===== config.mk =====
export PLATFORM = sky130hd
export DESIGN_NAME = destage_hyst_ctrl
export DESIGN_NICKNAME = d
export VERILOG_FILES = /design/src/rtl/dhc_pkg.sv /design/src/rtl/dhc_marks.sv /design/src/rtl/dhc_hyst.sv /design/src/rtl/dhc_argmin.sv /design/src/rtl/destage_hyst_ctrl.sv
export SDC_FILE = /design/constraint.sdc
export NUM_CORES = 1
export LEC_CHECK = 0
export ABC_AREA = 1
export BUFFER_PORTS_ARGS = -buffer_cell sky130_fd_sc_hd__clkbuf_2
export CAP_MARGIN = 20
export CORE_UTILIZATION = 65
export DETAILED_ROUTE_END_ITERATION = 10
export PLACE_DENSITY_LB_ADDON = 0.12
export REMOVE_ABC_BUFFERS = 1
export SLEW_MARGIN = 40
export SYNTH_ARGS = -nofsm -noshare
export SYNTH_HDL_FRONTEND = slang
export SYNTH_SLANG_ARGS = --single-unit
export TNS_END_PERCENT = 30

===== constraint.sdc =====
create_clock -name clk -period 18.7 [get_ports clk]
set_clock_uncertainty 0.05 [all_clocks]
set_input_delay 0.935 -clock clk [delete_from_list [all_inputs] [get_ports clk]]
set_output_delay 0.935 -clock clk [all_outputs]
set_load 0.05 [all_outputs]

===== src/rtl/dhc_pkg.sv =====
package dhc_pkg;

   // floor(cap * num / den) in unsigned 32-bit arithmetic
   function automatic int unsigned scaled_mark(input int unsigned cap,
                                               input int unsigned num,
                                               input int unsigned den);
      return (cap * num) / den;
   endfunction

endpackage


===== src/rtl/dhc_marks.sv =====
module dhc_marks #(
   parameter int OCC_W  = 12,
   parameter int HI_NUM = 7,
   parameter int LO_NUM = 3,
   parameter int DEN    = 10
) (
   input  logic [OCC_W-1:0] capacity,
   output logic [OCC_W-1:0] hi_mark,
   output logic [OCC_W-1:0] lo_mark
);
   import dhc_pkg::*;

   if (OCC_W > 28) begin : g_bad_w
      $error("dhc_marks: OCC_W too wide for 32-bit mark arithmetic");
   end
   if (LO_NUM > HI_NUM || HI_NUM > DEN) begin : g_bad_ratio
      $error("dhc_marks: mark ratios must satisfy LO_NUM <= HI_NUM <= DEN");
   end

   int unsigned hi_full, lo_full;

   always_comb begin
      hi_full = scaled_mark(int'(capacity), HI_NUM, DEN);
      lo_full = scaled_mark(int'(capacity), LO_NUM, DEN);
      hi_mark = hi_full[OCC_W-1:0];
      lo_mark = lo_full[OCC_W-1:0];
   end
endmodule


===== src/rtl/dhc_hyst.sv =====
module dhc_hyst #(
   parameter int OCC_W = 12
) (
   input  logic             clk,
   input  logic             rst_n,
   input  logic [OCC_W-1:0] occupancy,
   input  logic [OCC_W-1:0] hi_mark,
   input  logic [OCC_W-1:0] lo_mark,
   output logic             en
);
   logic en_nxt;

   always_comb begin
      en_nxt = en;
      if (occupancy > hi_mark)      en_nxt = 1'b1;
      else if (occupancy < lo_mark) en_nxt = 1'b0;
   end

   always_ff @(posedge clk) begin
      if (!rst_n) en <= 1'b0;
      else        en <= en_nxt;
   end

   assert_rise_above_hi_R1: assert property (@(posedge clk) disable iff (!rst_n)
      (occupancy > hi_mark) |=> en);

   assert_fall_below_lo_R2: assert property (@(posedge clk) disable iff (!rst_n)
      (occupancy < lo_mark && occupancy <= hi_mark) |=> !en);

   assert_hold_in_band_R3: assert property (@(posedge clk) disable iff (!rst_n)
      (occupancy >= lo_mark && occupancy <= hi_mark) |=> (en == $past(en)));
endmodule


===== src/rtl/dhc_argmin.sv =====
module dhc_argmin #(
   parameter int N_ENT  = 8,
   parameter int COST_W = 8,
   localparam int IDX_W = $clog2(N_ENT)
) (
   input  logic                    clk,
   input  logic                    rst_n,
   input  logic [N_ENT-1:0]        valid,
   input  logic [N_ENT*COST_W-1:0] cost,
   output logic                    found,
   output logic [IDX_W-1:0]        win_idx,
   output logic [COST_W-1:0]       win_cost
);
   logic [N_ENT:0]             chain_found;
   logic [N_ENT:0][IDX_W-1:0]  chain_idx;
   logic [N_ENT:0][COST_W-1:0] chain_cost;

   assign chain_found[0] = 1'b0;
   assign chain_idx[0]   = '0;
   assign chain_cost[0]  = '0;

   for (genvar i = 0; i < N_ENT; i++) begin : g_stage
      logic [COST_W-1:0] c_i;
      logic              take;
      assign c_i  = cost[i*COST_W +: COST_W];
      // strict compare keeps the lower index on ties
      assign take = valid[i] && (!chain_found[i] || (c_i < chain_cost[i]));
      assign chain_found[i+1] = chain_found[i] | valid[i];
      assign chain_idx[i+1]   = take ? IDX_W'(i) : chain_idx[i];
      assign chain_cost[i+1]  = take ? c_i       : chain_cost[i];

      assert_min_cost_R7: assert property (@(posedge clk) disable iff (!rst_n)
         valid[i] |-> (c_i >= chain_cost[N_ENT]));
   end

   assign found    = chain_found[N_ENT];
   assign win_idx  = chain_idx[N_ENT];
   assign win_cost = chain_cost[N_ENT];
endmodule


===== src/rtl/destage_hyst_ctrl.sv =====
module destage_hyst_ctrl #(
   parameter int OCC_W  = 12,
   parameter int N_ENT  = 8,
   parameter int COST_W = 8,
   parameter int TRK_W  = 6,
   parameter int HI_NUM = 7,
   parameter int LO_NUM = 3,
   parameter int DEN    = 10
) (
   input  logic                    clk,
   input  logic                    rst_n,
   input  logic [OCC_W-1:0]        occupancy,
   input  logic [OCC_W-1:0]        capacity,
   input  logic                    disk_idle,
   input  logic                    rdq_empty,
   input  logic [N_ENT-1:0]        cand_valid,
   input  logic [N_ENT*COST_W-1:0] cand_cost,
   input  logic [N_ENT*TRK_W-1:0]  cand_track,
   output logic                    dstg_en,
   output logic                    issue_vld,
   output logic [N_ENT-1:0]        issue_mask,
   output logic [TRK_W-1:0]        issue_track
);
   localparam int IDX_W = $clog2(N_ENT);

   if (N_ENT < 2) begin : g_bad_n
      $error("destage_hyst_ctrl: N_ENT must be at least 2");
   end

   logic [OCC_W-1:0]  hi_mark, lo_mark;
   logic              found;
   logic [IDX_W-1:0]  win_idx;
   logic [COST_W-1:0] win_cost;
   logic [TRK_W-1:0]  win_track;
   logic [N_ENT-1:0]  batch;
   logic              go;

   dhc_marks #(.OCC_W(OCC_W), .HI_NUM(HI_NUM), .LO_NUM(LO_NUM), .DEN(DEN)) u_marks (
      .capacity(capacity), .hi_mark(hi_mark), .lo_mark(lo_mark));

   dhc_hyst #(.OCC_W(OCC_W)) u_hyst (
      .clk(clk), .rst_n(rst_n), .occupancy(occupancy),
      .hi_mark(hi_mark), .lo_mark(lo_mark), .en(dstg_en));

   dhc_argmin #(.N_ENT(N_ENT), .COST_W(COST_W)) u_pick (
      .clk(clk), .rst_n(rst_n), .valid(cand_valid), .cost(cand_cost),
      .found(found), .win_idx(win_idx), .win_cost(win_cost));

   assign win_track = cand_track[win_idx*TRK_W +: TRK_W];

   for (genvar j = 0; j < N_ENT; j++) begin : g_batch
      assign batch[j] = cand_valid[j] && (cand_track[j*TRK_W +: TRK_W] == win_track);
   end

   assign go = dstg_en && disk_idle && rdq_empty && found;

   always_ff @(posedge clk) begin
      if (!rst_n) begin
         issue_vld   <= 1'b0;
         issue_mask  <= '0;
         issue_track <= '0;
      end else begin
         issue_vld   <= go;
         issue_mask  <= go ? batch : '0;
         issue_track <= go ? win_track : issue_track;
      end
   end

   assert_gate_on_reads_R6: assert property (@(posedge clk) disable iff (!rst_n)
      issue_vld |-> $past(dstg_en && disk_idle && rdq_empty));

   assert_batch_nonempty_R8: assert property (@(posedge clk) disable iff (!rst_n)
      issue_vld |-> (issue_mask != '0));

   assert_idle_mask_clear_R6: assert property (@(posedge clk) disable iff (!rst_n)
      !issue_vld |-> (issue_mask == '0));

   assert_empty_table_R9: assert property (@(posedge clk) disable iff (!rst_n)
      (cand_valid == '0) |=> !issue_vld);

   assert_issue_when_ready_R5: assert property (@(posedge clk) disable iff (!rst_n)
      (dstg_en && disk_idle && rdq_empty && (cand_valid != '0)) |=> issue_vld);
endmodule


Word level (Yosys, flattened, before mapping) --
Index checks and enable logic that the tools add are counted. W data, S select, Z words.
Word-level totals: flip-flop bits (word level) 16, input port bits 148, output and inout bits 16
Operators by class: eq/ne operators 8, divide/modulo/power cells 2, bitwise gates (word level) 7, $mul 3, $lt $le $gt $ge 9, shift operators 1, reductions and logical operators 34, mux-type cells 16
Operators with widths (number):
- $lt A8 B8 Y1 | 7
- $mux W8 | 7
- $eq A6 B6 Y1 | 8
- $shiftx A48 B7 Y6 | 1
- $div A14 B4 Y32 const B | 1
- $div A15 B4 Y32 const B | 1
- $logic_and A1 B1 Y1 | 18
- $mux W3 | 6
- $mul A12 B3 Y15 const B | 1
- $mul A12 B2 Y14 const B | 1
- $gt A12 B12 Y1 | 1
- $lt A12 B12 Y1 | 1
- $logic_not A1 Y1 | 7
- $logic_or A1 B1 Y1 | 7
- $or A1 B1 Y1 | 7
- $mul A3 B2 Y5 const B | 1
- $mux W1 | 3
- $reduce_and A2 Y1 | 1
- $reduce_bool A2 Y1 | 1

Depth between registers and ports, before layout --
Gate-level depths: netlist (run 1).
depth in word-level cells 33, mapped depth 95, mapped depth without buffers 87

Modules after synthesis --
A second synthesis (run 1) with hierarchy kept.
Unflattened totals: cells, all modules 2234, area total of the unflattened synthesis 11987.7 um^2
Modules (own cells, without submodules):
- dhc_marks | times used 1, area an instance 7021.7 um^2, cells an instance 1330
- dhc_argmin | times used 1, area an instance 2157.1 um^2, cells an instance 404
- destage_hyst_ctrl | times used 1, area an instance 2122.0 um^2, cells an instance 385
- dhc_hyst | times used 1, area an instance 686.9 um^2, cells an instance 115

Worst setup path before layout (run 1) --
Ideal clock, no wire load.
path kind input port to flip-flop, from input cand_valid[0], to register issue_mask[7], library setup time 0.064 ns, setup slack 7.767 ns, stages on the path 78, arrival time 10.819 ns, cell sequence clkbuf_1 nand2_1 ha_1 nand2_1 o21a_1 nand2_1 nand2_1 nand2_1 clkbuf_1 nand2_1 o21ai_0 ha_1 a21oi_1 nor2_1 a211oi_1 nand2_1 nand2_1 nand2_1 (+42 left out) o21ai_0 ha_1 a21oi_1 nor2_1 a211oi_1 nand2_1 nand2_1 nand2_1 nand2_1 clkbuf_1 nand2_1 nand3_1 nand3_1 nand2_1 nand2_1 a21oi_1 nand2_1 nor2_1
On the way: cells in the longest elaborated chain, start to end 33
RTL lines:
- start, declared | line destage_hyst_ctrl.sv:16 | input logic [N_ENT-1:0] cand_valid,
- $mux W8 | line dhc_argmin.sv:30 | assign chain_cost[i+1] = take ? c_i : chain_cost[i];
- $lt A8 B8 Y1 | line dhc_argmin.sv:27 | assign take = valid[i] && (!chain_found[i] || (c_i < chain_cost[i]));
- $logic_or A1 B1 Y1 | line dhc_argmin.sv:27
- $logic_and A1 B1 Y1 | line dhc_argmin.sv:27
- $mux W8 | line dhc_argmin.sv:30
- $lt A8 B8 Y1 | line dhc_argmin.sv:27
- $logic_or A1 B1 Y1 | line dhc_argmin.sv:27
- $logic_and A1 B1 Y1 | line dhc_argmin.sv:27
- (+17 left out)
- $lt A8 B8 Y1 | line dhc_argmin.sv:27
- $logic_or A1 B1 Y1 | line dhc_argmin.sv:27
- $logic_and A1 B1 Y1 | line dhc_argmin.sv:27
- $mux W3 | line dhc_argmin.sv:29 | assign chain_idx[i+1] = take ? IDX_W'(i) : chain_idx[i];
- $mul A3 B2 Y5 | line destage_hyst_ctrl.sv:49 | assign win_track = cand_track[win_idx*TRK_W +: TRK_W];
- $shiftx A48 B7 Y6 | line destage_hyst_ctrl.sv:49
- $eq A6 B6 Y1 | line destage_hyst_ctrl.sv:52 | assign batch[j] = cand_valid[j] && (cand_track[j*TRK_W +: TRK_W] == win_track);
- $logic_and A1 B1 Y1 | line destage_hyst_ctrl.sv:52
- end signal, assigned | line destage_hyst_ctrl.sv:64 | issue_mask <= go ? batch : '0;
- end, declared | line destage_hyst_ctrl.sv:21 | output logic [N_ENT-1:0] issue_mask,
Parallel ways exist; a longest one is shown, timed or not. A chain may end at the register's enable or synchronous reset.

Final worst setup path (run 1) --
from input cand_valid[0], to register issue_mask[4]
The elaborated chain is that of the path after synthesis.

==> results of run 1 <==
## metal layers
metal	vias up	share of wire	global-route usage
met5	-	0	0
met4	0	0.028	0.109
met3	69	0.060	0.0368
met2	435	0.46	0.594
met1	6231	0.45	0.445
li1	7201	-	-
## path summary, 6_finish.rpt
check | from | to | slack, ps | depth (start not counted)
worst max-delay path | cand_valid[0] | issue_mask[4]$_SDFF_PN0_ | 5870 | 66
worst max register to register | u_hyst.en$_SDFFE_PN0P_ | issue_mask[1]$_SDFF_PN0_ | 16440 | 8
worst min-delay path | issue_track[2]$_SDFFE_PN0P_ | issue_track[2]$_SDFFE_PN0P_ | 500 | 4
worst min register to register | issue_track[2]$_SDFFE_PN0P_ | issue_track[2]$_SDFFE_PN0P_ | 500 | 4
## worst max-delay path: cells and delay by family
family	cells	cell delay, ps
AOI/OAI and AO/OA	20	4080
adders and majority gates	7	2060
buffers and inverters	1	250
and+or+nand+nor	38	5590
## area by class of cell
| class | count | area [µm²] |
|---|---|---|
| tap | 225 | 282 |
| inverter | 291 | 1100 |
| timing repair buffer | 165 | 831 |
| clock buffer | 4 | 88.8 |
| antenna | 2 | 5.00 |
| sequential | 16 | 320 |
| multi-input combinational | 1796 | 9820 |
| fill | 1675 | 4850 |
## kinds of logic (layout without fill, tap and decap cells)
| kind of cell | count (synthesis) | after routing | share of synthesized area |
|---|---|---|---|
| AND/OR/NAND/NOR | 1448 | 1448 | 0.587 |
| AO/OA/AOI/OAI | 188 | 188 | 0.0965 |
| adder cells (fa/ha/maj) | 113 | 113 | 0.131 |
| other | 0 | 2 | 0 |
| buffers and inverters | 334 | 460 | 0.120 |
| XOR/XNOR | 47 | 47 | 0.0371 |
| flip-flops | 16 | 16 | 0.0278 |
## cells in the final DEF, fill, tap and decap left out, types with 3 or more instances in the layout
cell / instances
clkbuf_16: 3
dfxtp_1: 16
fa_1: 13
inv_1: 263
o21ai_0: 68
nor2_1: 155
nor3_1: 4
nand2_4: 10
o2111ai_1: 3
nand2_1: 780
nand3_4: 7
o211ai_1: 5
nand3_1: 279
o21bai_1: 8
xor2_1: 31
nand3_2: 35
nand2_2: 48
inv_2: 21
nor2_2: 22
a21o_1: 6
ha_1: 100
clkinv_1: 5
and2_1: 4
nand3b_1: 16
a21oi_1: 60
o21ai_1: 6
nand4_2: 3
clkbuf_2: 163
nor2_4: 12
a211oi_1: 7
or2_2: 3
a21oi_2: 5
nand4_1: 63
xnor2_1: 14
o21a_1: 3
## flip-flops by register name, indices dropped and copies added (netlist names)
| register | flops |
|---|---|
| issue_vld | 1 |
| issue_mask | 8 |
| u_hyst.en | 1 |
| issue_track | 6 |
## metrics by stage
stage	area, µm²	worst slack [ps]	utilization	instances	hold WS (ps)
4_1_cts	12400	6010	0.719	2497	493
3_3_place_gp	12300	6190	0.714	2493	467
5_1_grt	12400	4330	0.720	2499	529
3_5_place_dp	12400	5760	0.714	2493	488
2_1_floorplan	11200	7930	-	2103	641
6_report	12400	5870	0.720	2499	498
==> reports/summary.txt, run 1 <==
Clk slew on worst S/H paths: 60 ps
Detailed Place HPWL: 27,100 µm
Mapped Avg Cell Area: 5.37 µm²
Area grow syn2layout: 8.09%
CTS H-Tree Depth: 1
CP max stage cell: nand2_1
Synthesized instance count: 2,146
Initial DRC Count: 783
Tcrit/Tclk final: 0.686
Library cells used by synthesis: 63
Final Setup Violations: 0
Remaining DRCs: 0
Startpoint Class: input port
Routed len/inst: 12.8 µm
Most instantiated library cell after synthesis: nand2_1
Share of post-route cells with drive strength above 1: 0.156
Status: complete, no violations
Critical path type: in2reg
ANT nets after route: 0
CP Capture Type: register
Vias in the first global route: 12,300
Fmax: 77.9 MHz
# port buffers: 163
Worst slew pin tran: 819 ps
I/O Pins: 164
Post-synth EDFFs: 0
Maxcap violations: 0
Initial antenna violation count: 2
Setup bufs post-CTS: 0
Worst Path Max Fanout: 27
Horiz. Die Dim: 135 µm
Sequential share of the synthesized area: 0.0278
1st-pass router iterations: 6
Largest net degree at the start of global routing: 40
Worst path max stage delay: 830 ps
Final min period: 12,830 ps
Die area: 0.0183 mm²
Rows: 48
Pins over their slew limit: 0
Post-cts sizing count: 0
Ys Warns: 0
Layout Nets: 2,534
Worst EP arrival: 12,930 ps
DIE HEIGHT: 135 µm
DR vias: 13,900
Clock buffer depth: 2
Last weighted congestion value of the routability-driven placer: 1.01
Final Hold Viols: 0
First-pass GRT wire length: 53,100 µm
Routed wire length: 32,000 µm
Clock Tree Root: clkbuf_16
Clk_lat worst skew: 250 ps
FFs w/ async S/R, synth: 0
Hold/Removal Path Class: reg2reg
CTS tree: done
Setup TNS: 0 ps
Synth Flop Type: dfxtp_1
RSZ-0062 raised after global routing: no
Vias per cell: 5.58
CTS Buf Count: 3
Post-synthesis cell area: 0.0115 mm²
Grt total ovfl: 0
Synthesized flop and latch total: 16
Initial Util: 0.666
Synth top cells by count: nand2_1, nand3_1, inv_1
Crit path top cell by count: nand2_1
GRT Overall Usage: 0.344
Dominant cells by area after synthesis: nand2_1, nand3_1, ha_1, inv_1, nor2_1
Post-cts hold buffer count: 0
Yosys top cell area share: 0.254
Clock Sinks: 16
CORE AREA: 0.0173 mm²
Worst EP required: 18,800 ps
Slew HR: 0.453
Largest area contributor in the netlist: nand2_1
Power of run 1 is not shown: default switching activity piles up to over one toggle a cycle in this logic, so the estimate is an artifact.
==> run 2, diff against run 1 <==
--- a/config.mk
+++ b/config.mk
@@ -8,7 +8,7 @@
 export ABC_AREA = 1
 export BUFFER_PORTS_ARGS = -buffer_cell sky130_fd_sc_hd__clkbuf_2
 export CAP_MARGIN = 20
-export CORE_UTILIZATION = 65
+export CORE_UTILIZATION = 55
 export DETAILED_ROUTE_END_ITERATION = 10
 export PLACE_DENSITY_LB_ADDON = 0.12
 export REMOVE_ABC_BUFFERS = 1
==> constraint.sdc (replaced) <==
create_clock -name clk -period 11.2 [get_ports clk]
set_clock_uncertainty 0.05 [all_clocks]
set_input_delay 0.56 -clock clk [delete_from_list [all_inputs] [get_ports clk]]
set_output_delay 0.56 -clock clk [all_outputs]
set_load 0.05 [all_outputs]
==> run 2 against run 1 <==
Die area up 18%. Routed wire length up 3.9%. Critical path depth up 8. Setup slack worse by 5100 ps. First-iteration DRC count up 3.7%. Cell area up 6.2%. Critical path type unchanged.
==> reports/summary.txt, run 2 (synthesized netlist as in run 1, its figures left out) <==
CORE AREA: 0.0204 mm²
Fmax: 95.9 MHz
Remaining DRCs: 0
Area grow syn2layout: 14.8%
1st-pass router iterations: 5
Share of post-route cells with drive strength above 1: 0.194
DR vias: 14,100
Worst slew pin tran: 602 ps
Largest regs: issue_mask x8, issue_track x6
RSZ-0062 raised after global routing: yes
Crit path top cell by count: nand2_1
CP Capture Type: register
Critical path type: in2reg
Die area: 0.0215 mm²
Final Setup Violations: 0
Hold/Removal Path Class: reg2reg
DIE HEIGHT: 147 µm
Worst EP required: 11,330 ps
Horiz. Die Dim: 147 µm
Pre-CTS setup slack: -278 ps
Clk_lat worst skew: 250 ps
FILL cells: 2,067
Startpoint Class: input port
Most frequent cells in the layout: nand2_1, nand3_1, inv_1
CP max stage cell: fa_1
Pins over their slew limit: 0
Detailed Place HPWL: 27,700 µm
Gr busiest metal: met2
Final Hold Viols: 0
Clock buffer depth: 2
Slew HR: 0.595
Vias per cell: 5.41
Largest Register: issue_mask
Worst EP arrival: 10,560 ps
Worst path max stage delay: 550 ps
Final min period: 10,420 ps
ANT nets after route: 0
Vias in the first global route: 12,400
First-pass GRT wire length: 55,300 µm
I/O Pins: 164
Global routing usage on met2: 0.510
Layout Nets: 2,596
Tcrit/Tclk final: 0.931
Status: complete, no violations
CTS Buf Count: 3
Routed len/inst: 12.8 µm
Clock Tree Root: clkbuf_16
# port buffers: 163
Clk slew on worst S/H paths: 60 ps
Max reg flops: 8
CTS tree: done
Rows: 52
Initial Util: 0.565
Initial antenna violation count: 0
Clock Sinks: 16
Initial DRC Count: 812
GRT Overall Usage: 0.299
Met1 Resource Use GR: 0.413
Fin Hold WS: 505 ps
Worst Path Max Fanout: 12
Post-cts hold buffer count: 0
Grt total ovfl: 0
N_diodes: 0
Met3 Use GR: 0.0140
Worst Slack Setup Final: 775 ps
Largest net degree at the start of global routing: 35
CTS H-Tree Depth: 1
Routed wire length: 33,300 µm
Commonest non-fill, non-tap cell in the layout: nand2_1
Maxcap violations: 0
Last weighted congestion value of the routability-driven placer: 0.995
-- run 2: repair_timing --
action | CTS | global route
resized for setup | 1 | 80
setup buffers | 0 | 37
setup endpoints to repair | 1 | 15
cloned | 0 | 4
pin swaps | 0 | 23
-- run 2: worst paths after layout --
kind	slack, ps	depth (start not counted)	to	start
worst max register to register	9120	8	issue_mask[2]$_SDFF_PN0_	u_hyst.en$_SDFFE_PN0P_
worst max-delay path	780	74	u_hyst.en$_SDFFE_PN0P_	capacity[0]
worst min register to register	500	4	issue_track[2]$_SDFFE_PN0P_	issue_track[2]$_SDFFE_PN0P_
worst min-delay path	500	4	issue_track[2]$_SDFFE_PN0P_	issue_track[2]$_SDFFE_PN0P_
-- run 2: metrics by stage --
stage          instances  setup TNS, ps  cell area, µm²  utilization
2_1_floorplan       2103              0           11200            -
3_3_place_gp        2559           -164           12600        0.617
3_5_place_dp        2559           -278           12600        0.618
4_1_cts             2562              0           12700        0.622
5_1_grt             2603           -151           13200        0.649
6_report            2603              0           13200        0.649
-- run 2: metal layers --
| layer | share of wire | wire [µm] | up-vias |
|---|---|---|---|
| met5 | 0 | 0 | - |
| met4 | 0.020 | 660 | 0 |
| met3 | 0.051 | 1700 | 51 |
| met2 | 0.46 | 15500 | 404 |
| met1 | 0.46 | 15400 | 6284 |
| li1 | - | - | 7346 |
-- run 2: critical path, delay by kind of cell --
kind                       cells  cell delay (ps)
AOI/OAI and AO/OA             10             1280
and+or+nand+nor               48             5950
xor gates and xnor gates       1              240
adders and majority gates      5             1540
buffers and inverters         10              990
-- run 2: layout make-up --
class	count	area [µm²]	area share
Multi-Input combinational cell	1800	10100	0.762
Timing Repair Buffer	223	1310	0.0989
Inverter	291	1100	0.0833
Tap cell	270	338	0.0256
Sequential cell	16	320	0.0242
Clock buffer	3	75.1	0.00568
Power of run 2 is left out for the same reason.
